<file path="config.mk">
export PLATFORM = sky130hd
export DESIGN_NAME = chain_pot_seq
export DESIGN_NICKNAME = d
export VERILOG_FILES = /design/src/rtl/chain_pot_pkg.sv /design/src/rtl/chain_pot_timer.sv /design/src/rtl/chain_pot_framer.sv /design/src/rtl/chain_pot_seq.sv
export SDC_FILE = /design/constraint.sdc
export NUM_CORES = 1
export LEC_CHECK = 0
export ABC_AREA = 0
export BUFFER_PORTS_ARGS = -buffer_cell sky130_fd_sc_hd__clkbuf_2
export CAP_MARGIN = 20
export CORE_MARGIN = 2
export CORE_UTILIZATION = 39
export CTS_CLUSTER_SIZE = 40
export DETAILED_ROUTE_END_ITERATION = 10
export GPL_TIMING_DRIVEN = 0
export PLACE_DENSITY = 0.65
export SYNTH_ARGS = -nofsm -noshare
export SYNTH_HDL_FRONTEND = slang
export SYNTH_SLANG_ARGS = --single-unit
</file>
<file path="constraint.sdc">
create_clock -name clk -period 2.75 [get_ports clk]
set_input_delay 0.55 -clock clk [delete_from_list [all_inputs] [get_ports clk]]
set_output_delay 0.55 -clock clk [all_outputs]
set_load 0.02 [all_outputs]
</file>
<file path="src/rtl/chain_pot_pkg.sv">
package chain_pot_pkg;

    localparam int OPC_W  = 3;
    localparam int ADR_W  = 5;
    localparam int BYTE_W = 8;
    localparam int WORD_W = OPC_W + ADR_W + BYTE_W;

    localparam logic [OPC_W-1:0] OPC_WRITE = 3'b110;
    localparam logic [OPC_W-1:0] OPC_READ  = 3'b100;

    typedef enum logic [2:0] {
        ST_IDLE,
        ST_LEAD,
        ST_SCK_HI,
        ST_SCK_LO,
        ST_LAG,
        ST_GAP
    } seq_state_t;

endpackage

</file>
<file path="src/rtl/chain_pot_timer.sv">
module chain_pot_timer #(
    parameter int CNT_W = 8
) (
    input  logic             clk,
    input  logic             rst_n,
    input  logic             load,
    input  logic [CNT_W-1:0] len,
    output logic             expired
);
    logic [CNT_W-1:0] cnt_q;

    // A load of len keeps expired low for len-1 cycles; the state then lasts len cycles.
    always_ff @(posedge clk or negedge rst_n) begin
        if (!rst_n) begin
            cnt_q <= '0;
        end else if (load) begin
            cnt_q <= len - 1'b1;
        end else if (cnt_q != '0) begin
            cnt_q <= cnt_q - 1'b1;
        end
    end

    assign expired = (cnt_q == '0);

endmodule

</file>
<file path="src/rtl/chain_pot_framer.sv">
module chain_pot_framer
    import chain_pot_pkg::*;
#(
    parameter int N_DEV = 3
) (
    input  logic                      rd_nwr,
    input  logic [ADR_W-1:0]          addr,
    input  logic [N_DEV*BYTE_W-1:0]   wr_data,
    output logic [N_DEV*WORD_W-1:0]   frame
);
    // Device k's word sits at bits 16k+15:16k; shifting MSB first sends device N-1 first.
    for (genvar k = 0; k < N_DEV; k++) begin : g_word
        assign frame[k*WORD_W +: WORD_W] = rd_nwr
            ? {OPC_READ,  addr, {BYTE_W{1'b0}}}
            : {OPC_WRITE, addr, wr_data[k*BYTE_W +: BYTE_W]};
    end

endmodule

</file>
<file path="src/rtl/chain_pot_seq.sv">
module chain_pot_seq
    import chain_pot_pkg::*;
#(
    parameter int N_DEV     = 3,
    parameter int HALF_CYC  = 5,
    parameter int LEAD_CYC  = 13,
    parameter int LAG_CYC   = 13,
    parameter int DESEL_CYC = 100
) (
    input  logic                     clk,
    input  logic                     rst_n,
    input  logic                     start,
    input  logic                     rd_nwr,
    input  logic [4:0]               addr,
    input  logic [N_DEV*8-1:0]       wr_data,
    output logic [N_DEV*8-1:0]       rd_data,
    output logic                     busy,
    output logic                     done,
    output logic                     cs_n,
    output logic                     sck,
    output logic                     mosi,
    input  logic                     miso
);
    localparam int TOT_BITS = N_DEV * WORD_W;
    localparam int BIT_W    = $clog2(TOT_BITS);
    localparam int CNT_W    = $clog2(HALF_CYC + LEAD_CYC + LAG_CYC + DESEL_CYC + 1);
    localparam int WSH      = $clog2(WORD_W);

    seq_state_t state_q, state_d;

    logic [TOT_BITS-1:0] tx_q;
    logic [TOT_BITS-1:0] frame_img;
    logic [BYTE_W-1:0]   rx_q;
    logic [BIT_W-1:0]    bit_q;
    logic                rd_q;
    logic                again_q;
    logic                t_load;
    logic [CNT_W-1:0]    t_len;
    logic                t_exp;
    logic                last_bit;
    logic                word_end;
    int                  cap_dev;

    chain_pot_framer #(.N_DEV(N_DEV)) u_framer (
        .rd_nwr  (rd_nwr),
        .addr    (addr),
        .wr_data (wr_data),
        .frame   (frame_img)
    );

    chain_pot_timer #(.CNT_W(CNT_W)) u_timer (
        .clk     (clk),
        .rst_n   (rst_n),
        .load    (t_load),
        .len     (t_len),
        .expired (t_exp)
    );

    assign last_bit = (bit_q == BIT_W'(TOT_BITS - 1));
    assign word_end = (bit_q[WSH-1:0] == WSH'(WORD_W - 1));
    assign cap_dev  = N_DEV - 1 - int'(bit_q >> WSH);
    assign mosi     = tx_q[TOT_BITS-1];
    assign busy     = (state_q != ST_IDLE);

    // State register
    always_ff @(posedge clk or negedge rst_n) begin
        if (!rst_n) state_q <= ST_IDLE;
        else        state_q <= state_d;
    end

    // Transitions and phase timer loads
    always_comb begin
        state_d = state_q;
        t_load  = 1'b0;
        t_len   = '0;
        unique case (state_q)
            ST_IDLE: if (start) begin
                state_d = ST_LEAD;   t_load = 1'b1; t_len = CNT_W'(LEAD_CYC);
            end
            ST_LEAD: if (t_exp) begin
                state_d = ST_SCK_HI; t_load = 1'b1; t_len = CNT_W'(HALF_CYC);
            end
            ST_SCK_HI: if (t_exp) begin
                t_load = 1'b1;
                if (last_bit) begin
                    state_d = ST_LAG;    t_len = CNT_W'(LAG_CYC);
                end else begin
                    state_d = ST_SCK_LO; t_len = CNT_W'(HALF_CYC);
                end
            end
            ST_SCK_LO: if (t_exp) begin
                state_d = ST_SCK_HI; t_load = 1'b1; t_len = CNT_W'(HALF_CYC);
            end
            ST_LAG: if (t_exp) begin
                state_d = ST_GAP;    t_load = 1'b1; t_len = CNT_W'(DESEL_CYC);
            end
            ST_GAP: if (t_exp) begin
                if (again_q) begin
                    state_d = ST_LEAD; t_load = 1'b1; t_len = CNT_W'(LEAD_CYC);
                end else begin
                    state_d = ST_IDLE;
                end
            end
            default: state_d = ST_IDLE;
        endcase
    end

    // Outputs and datapath
    always_ff @(posedge clk or negedge rst_n) begin
        if (!rst_n) begin
            cs_n    <= 1'b1;
            sck     <= 1'b0;
            done    <= 1'b0;
            tx_q    <= '0;
            rx_q    <= '0;
            bit_q   <= '0;
            rd_q    <= 1'b0;
            again_q <= 1'b0;
            rd_data <= '0;
        end else begin
            done <= 1'b0;
            unique case (state_q)
                ST_IDLE: if (start) begin
                    cs_n    <= 1'b0;
                    tx_q    <= frame_img;
                    rd_q    <= rd_nwr;
                    again_q <= rd_nwr;
                    bit_q   <= '0;
                end
                ST_LEAD, ST_SCK_LO: if (t_exp) begin
                    sck  <= 1'b1;
                    rx_q <= {rx_q[BYTE_W-2:0], miso};
                end
                ST_SCK_HI: if (t_exp) begin
                    sck <= 1'b0;
                    if (rd_q && !again_q && word_end)
                        rd_data[cap_dev*BYTE_W +: BYTE_W] <= rx_q;
                    if (!last_bit) begin
                        tx_q  <= tx_q << 1;
                        bit_q <= bit_q + 1'b1;
                    end
                end
                ST_LAG: if (t_exp) begin
                    cs_n <= 1'b1;
                    if (again_q) tx_q <= '0;
                    else         done <= 1'b1;
                end
                ST_GAP: if (t_exp && again_q) begin
                    cs_n    <= 1'b0;
                    bit_q   <= '0;
                    again_q <= 1'b0;
                end
                default: ;
            endcase
        end
    end

    // no clock activity while idle
    a_r1_idle_quiet: assert property (@(posedge clk) disable iff (!rst_n)
        (state_q == ST_IDLE) |-> (cs_n && !sck));

    // data to the chain never moves during a high phase
    a_r6_mosi_hold: assert property (@(posedge clk) disable iff (!rst_n)
        (sck && $past(sck)) |-> $stable(mosi));

    // clock pulses only inside a selected frame
    a_r6_sck_in_frame: assert property (@(posedge clk) disable iff (!rst_n)
        sck |-> !cs_n);

    // completion marks the deselect edge and lasts one cycle
    a_r9_done_at_release: assert property (@(posedge clk) disable iff (!rst_n)
        done |-> (cs_n && !$past(cs_n)));
    a_r9_done_single: assert property (@(posedge clk) disable iff (!rst_n)
        done |=> !done);

    // an accepted start makes the block busy
    a_r9_busy_on_start: assert property (@(posedge clk) disable iff (!rst_n)
        (!busy && start) |=> busy);

endmodule

</file>
* Yosys cells after proc, flatten, opt, wreduce, memory -nomap -nowiden *
Index checks and enable logic that the tools add are counted.

word-level totals
  output and inout bits = 29
  flip-flop bits (word level) = 102
  word-level logic and storage cells = 107

cells by class
  add/subtract/negate cells = 5
  shifts and indexed selects = 2
  muxes and demuxes = 49
  reductions and logical operators = 25
  equal/unequal tests = 15

operators by type and width
  operator                 count
  $mux 48                  5
  $pmux 48 s3              1
  $mux 15                  3
  $pmux 7 s5               1
  $neg 6->33               1
  $shift 8x33->24 const A  1
  $shiftx 8x33->24         1
  $bwmux 24                1
  $mux 6                   4
  $mux 3                   7
  $mux 4                   5
  $pmux 6 s3               1
  $mux 8                   2
  $pmux 3 s5               1
  $ne 2x2->1 const B       7
  $mux 1                   13
  $reduce_bool 3->1        4
  $reduce_and 5->1         2
  $reduce_and 3->1         3
  $logic_not 8->1          1
  $reduce_bool 8->1        1
  $sub 7x1->8 const B      1
  $sub 8x1->8 const B      1
  $mux 7                   1
  19 further kinds         28

* Longest topological paths before layout *
  depth in word-level cells = 6
  mapped depth = 10
  gate-level depth less buffers = 8

* Cells and area by module *
A second synthesis with hierarchy kept.

unflattened totals
  cells, all modules = 506
  area, all modules = 5,600.4 um^2

modules (own cells, without submodules)
  module            cells an instance  area an instance (um^2)  times used
  chain_pot_seq     400                4,668.2                  1
  chain_pot_timer   54                 581.8                    1
  chain_pot_framer  52                 350.3                    1

* Worst setup path after synthesis *
Ideal clock, no wire load.

  kind = reg-to-reg
  start point = register bit_q[4]
  end point = register tx_q[10]
  required time = 2,624 ps
  data arrival time = 1,997 ps
  clock period less this slack = 2,122 ps
  library setup time = 126 ps
  slack = 628 ps
  stages on the path, launching flop included = 9
  cell sequence = dfrtp_1 > clkbuf_1 > inv_1 > ha_1 > a31o_2 > a2111oi_4 > buf_2 > buf_2 > a21oi_1

on the way
  cells in the longest elaborated chain, start to end = 3

RTL lines
  element                     line                  text
  start, declared             chain_pot_seq.sv:34   logic [BIT_W-1:0] bit_q;
  start signal, assigned      chain_pot_seq.sv:140  bit_q <= bit_q + 1'b1;
  $eq 6x6->1                  chain_pot_seq.sv:59   assign last_bit = (bit_q == BIT_W'(TOT_BITS - 1));
  $ne 2x2->1 (no line)        n/a
  $reduce_and 6->1 (no line)  n/a
  end signal, assigned        chain_pot_seq.sv:125  tx_q <= frame_img;
  end signal, assigned        chain_pot_seq.sv:139  tx_q <= tx_q << 1;
  end, declared               chain_pot_seq.sv:31   logic [TOT_BITS-1:0] tx_q;

Every way passes these cells.
A chain may end at the register's enable or synchronous reset.

* Final worst setup path *
  start point = register u_timer.cnt_q[3]
  end point = register u_timer.cnt_q[6]

on the way
  cells in the longest elaborated chain, start to end = 5
  elaborated cells on any way between the ends = 15
  those cells by class = add/sub (2); mux (10); reduce/logical (3)

RTL lines
  element                               line                   text
  start, declared                       chain_pot_timer.sv:10  logic [CNT_W-1:0] cnt_q;
  start signal, assigned                chain_pot_timer.sv:17  cnt_q <= len - 1'b1;
  start signal, assigned                chain_pot_timer.sv:19  cnt_q <= cnt_q - 1'b1;
  $logic_not 8->1                       chain_pot_timer.sv:23  assign expired = (cnt_q == '0);
  $mux 4, or another cell as far along  chain_pot_seq.sv:97    ST_GAP: if (t_exp) begin
  $pmux 7 s5                            chain_pot_seq.sv:76    unique case (state_q)
  $sub 7x1->8                           chain_pot_timer.sv:17
  $mux 8                                chain_pot_timer.sv:16  end else if (load) begin

Several ways; a longest one is shown, not always the timed one. The select of a mux whose other input is x is not followed.

==> flow_results.org <==
** Synth
- In this run the mean area of a mapped cell was between 9 and 10 um^2.
- Yosys printed 0 warnings.
- Main combinational cell family by area after synthesis :: compound AO/OA/AOI/OAI gates
- The synthesized design contains 102 register bits.
- Adder-cell area share of the yosys netlist :: 0.01827
- Cell area after synthesis :: roughly 4800 um^2
- Counting distinct cell types in the post-synthesis netlist gives 49.
- Of the total synthesized cell area, the portion taken by XOR and XNOR cells is 0.001827.
- Predominant post-synthesis flop cell :: sky130_fd_sc_hd__dfrtp_1
- The number of nets in the synthesized netlist is around 540.
- For this run, asynchronously set or reset flops after synthesis account for 1.000.
- Yosys mapped a number of flops with a built-in enable equal to 0.
- Of the total synthesized cell area, the portion taken by AND, OR, NAND and NOR gates is 0.1438.
- Post-Synthesis Cells :: 497
- The synthesized-area fraction occupied by ao, oa, aoi and oai cells came to 0.1942.
- Of the post-synthesis cell area, the part taken by muxes is 0.05638.
- For this run, the register share of the synthesized area comes to 0.5328.

** Clocking
- Clock tree synthesis inserted a total of 9 buffers.
- TritonCTS built the clock tree.
- Hold-fix buffers, CTS :: 0
- Clock tree root buffer cell :: sky130_fd_sc_hd__clkbuf_16
- The clock tree synthesis step divided the H-tree into 3 levels.
- Clock transition time at the flip-flop clock pins of the worst setup and hold paths :: approximately 0.070 ns
- No sink is reached through more buffers than the 2 on the longest clock path.
- At the later pin of the worst-skew pair, clock insertion delay measures between 0.3 and 0.4 ns.
- The clock net in this run drives a total of 102 sinks.

** Setup path
- Series of cell instances along the critical path :: nor3_1, and3_1, clkbuf_1, clkbuf_2, a211oi_1, ha_1, nand3b_1, nor3_1, a21oi_1, o21ai_0
- The critical path contains buffers and inverters numbering 2 combined.
- The worst setup path is of the reg2reg kind.
- CP max stage delay :: approximately 0.44 ns
- Cell with the largest stage delay on the worst path :: sky130_fd_sc_hd__dfrtp_1
- Type of element launching the critical path :: register
- Biggest fanout along the worst timing path :: 10
- For the worst setup path, the data arrival time is ~2.7 ns.
- The cell family contributing the most delay on the critical path is simple AND/OR/NAND/NOR gates.
- Setup crit end kind :: register
- By instance count, the cell type seen most on the critical path is sky130_fd_sc_hd__nor3_1.
- At the worst endpoint, the required time is 2.97 ns.

** STA
- Subtracting the final worst setup slack from the clock period gives 2.435 ns.
- Final setup vio count :: 0
- Maximum clock skew at final layout :: approximately 0.0069 ns
- Setup repair after global routing missed its margin :: no
- Headroom to the max-slew limit came out at 0.3883.
- For the pin with the worst max-slew slack, the measured transition is 0.9156 ns.
- Dividing the final minimum period by the clock period gives 0.8854.
- Number of hold violations in the final report :: 0
- For this run, the top clock speed supported by timing is slightly above 0.4 GHz.
- Summed over all failing endpoints, the final setup total negative slack is 0 ns.
- Total count of max-transition violations in the final report :: 0

** Routing
- Wirelength per Cell :: around 15 um
- After detailed routing, the number of remaining DRC violations is 0.
- Dividing the detail-routed via count by the number of cells gives 5.331.
- First DRT Iteration DRCs :: 155
- Before antenna repair, the detailed router went through 4 iterations.
- Final routed wirelength across all metal layers :: 10780 um
- The routed layout has slightly below 4000 vias.
- Once detail routing completed, the nets flagged for antenna violations numbered 0.

** Placement
- Half-perimeter wire length after detailed placement :: 7741 um
- At the end of routability-driven placement, the weighted congestion stood at 0.8396.
- Cell area after placement :: roughly 5300 um^2
- Input and output buffers added on the ports amount to 62.

** Global routing
- Summed over all layers, the global routing overflow is 0.
- In the global route stage, overall resource usage came out at 0.1758.
- Antenna violations before repair :: 0
- The number of global-route vias before repair was 3894.
- The first global-routing pass estimated 18550 um of wire.
- Entering global routing, the biggest net connects 63 pins.

** Pwr
- Total power :: 5.082 mW
- The analysis attributes to cell leakage a power of 2.629 nW.
- IR analysis of the VDD net gives a maximum drop of about 0.64 mV.
- Power density over the cells :: 903.0 nW/um^2

** Flow run
- Max Cap Violations :: 0

** Status
- The flow ran to the end, and the final reports show no timing, DRC or antenna violations.

** Floorplanning
- In this run the horizontal extent of the chip is 114.9 um.
- After floorplanning, the core was divided into 40 placement rows.
- The core region is 12010 um^2.
- The die covers 13190 um^2.
- For this design the top-level I/O count stands at 63.
- Floorplan die height :: 114.9 um
- For this configuration, the core starts out at a cell density of 0.3991.

** Min path
- The min-delay analysis places its worst path in the category in2async.

** Cells and area
- The repair_antennas step left the layout with diodes totalling 0.
- The finished cells cover 5628 um^2.
- Of the cells placed in the final design, the portion with a size suffix greater than 1 is 0.1869.
- Nets :: 614
- Layout area overhead :: 17.41%
[flip-flops by register name, indices dropped and copies added (netlist names)]
register	flops
again_q	1
bit_q	6
cs_n	1
done	1
rd_data	24
rd_q	1
rx_q	8
sck	1
state_q	3
tx_q	48
u_timer.cnt_q	8
[routing by layer]
layer / vias up / global-route usage / share of wire
met5: - / 0 / 0
li1: 1887 / - / -
met2: 88 / 0.2898 / 0.48
met4: 0 / 0.05301 / 0.014
met3: 14 / 0.04850 / 0.051
met1: 1876 / 0.2271 / 0.45
[cell families (layout without fill, tap and decap cells)]
family                     after synthesis  in the layout
AOI/OAI and AO/OA                      149            149
xor gates and xnor gates                 1              1
adders and majority gates                7              7
buffers and inverters                   61            142
DFF                                    102            102
muxes                                   26             26
and+or+nand+nor                        151            151
[Yosys cell counts (all sizes together) (2+ instances only)]
library cell,n,share of area
nand3b,2,0.0031
a21oi,61,0.064
nand2b,5,0.0065
o21ai,28,0.029
nand2,54,0.042
nor2b,3,0.0039
mux2i,18,0.038
o221ai,3,0.0055
clkbuf,17,0.013
a22oi,39,0.061
inv,28,0.022
mux2,8,0.019
nand3,7,0.0073
a21o,2,0.0031
and2,2,0.0026
dfrtp,101,0.53
nor3b,3,0.0047
a211oi,2,0.0031
nor2,52,0.041
or3,4,0.0052
buf,16,0.017
nor3,8,0.0084
and3,3,0.0039
nor4,2,0.0052
ha,7,0.018
o21a,2,0.0031
[path summary, 6_finish.rpt]
path / slack, ns / endpoint / start / depth (start not counted)
setup reg to reg: 0.32 / u_timer.cnt_q[6] / u_timer.cnt_q[3] / 10
setup / recovery: 0.32 / u_timer.cnt_q[6] / u_timer.cnt_q[3] / 10
min in group clk: 0.43 / rd_q / rd_nwr / 3
hold / removal: 0.34 / rd_data[13] / rst_n / 1
max in group asynchronous: 1.70 / tx_q[21] / rst_n / 2
hold reg to reg: 0.49 / rd_data[22] / rd_data[22] / 2
[worst register-to-register path: cells and delay by family (launching register included)]
kind                       cells  cell delay [ns]
and+or+nand+nor                4             0.78
DFF                            1             0.44
buffers and inverters          2             0.52
adders and majority gates      1             0.25
AOI/OAI and AO/OA              3             0.32
[placed cells by master (no fill, tap or decap), drive strengths merged, types with 2 or more instances in the layout]
cell type,n
clkinvlp,2
inv,28
mux2,8
mux2i,18
nand2b,5
and2,2
dfrtp,101
a21oi,61
and3,3
a22oi,39
nor3b,3
nor3,8
a21o,2
or3,4
a211oi,2
nand3b,2
ha,7
buf,19
o221ai,3
nand2,54
nand3,7
clkbuf,90
nor4,2
clkinv,2
nor2b,3
nor2,52
o21a,2
o21ai,28
[per-stage QoR]
| stage | util | setup WS [ns] | instances | hold slack [ns] |
|---|---|---|---|---|
| 3_3_place_gp | 0.4402 | -0.2052 | 706 | 0.4749 |
| 6_report | 0.4685 | 0.3151 | 725 | 0.3412 |
| 4_1_cts | 0.4672 | 0.1212 | 723 | 0.3689 |
| 3_5_place_dp | 0.4421 | 0.1451 | 707 | 0.4790 |
| 5_1_grt | 0.4685 | 0.1062 | 725 | 0.4076 |
| 2_1_floorplan | - | 0.6275 | 497 | 0.2544 |
[timing repair]
action / CTS / global route
buffers inserted: 0 / 2
setup endpoints to repair: 0 / 41
resized for setup: 0 / 2
[cell type report]
class	instances	area, um^2
Buffer	33	148.9
Clock buffer	11	242.7
Clock inverter	5	58.81
Fill cell	1152	6384
Inverter	28	105.1
Multi-Input combinational cell	334	1987
Sequential cell	102	2554
Tap cell	147	183.9
Timing Repair Buffer	65	347.8
[report_power, final]
part / switching [mW] / internal [mW]
Sequential: 0.341 / 1.98
Clock: 0.565 / 0.731
Combinational: 0.868 / 0.602
Total: 1.77 / 3.31
Note: power is estimated with default switching activity, not from simulation.
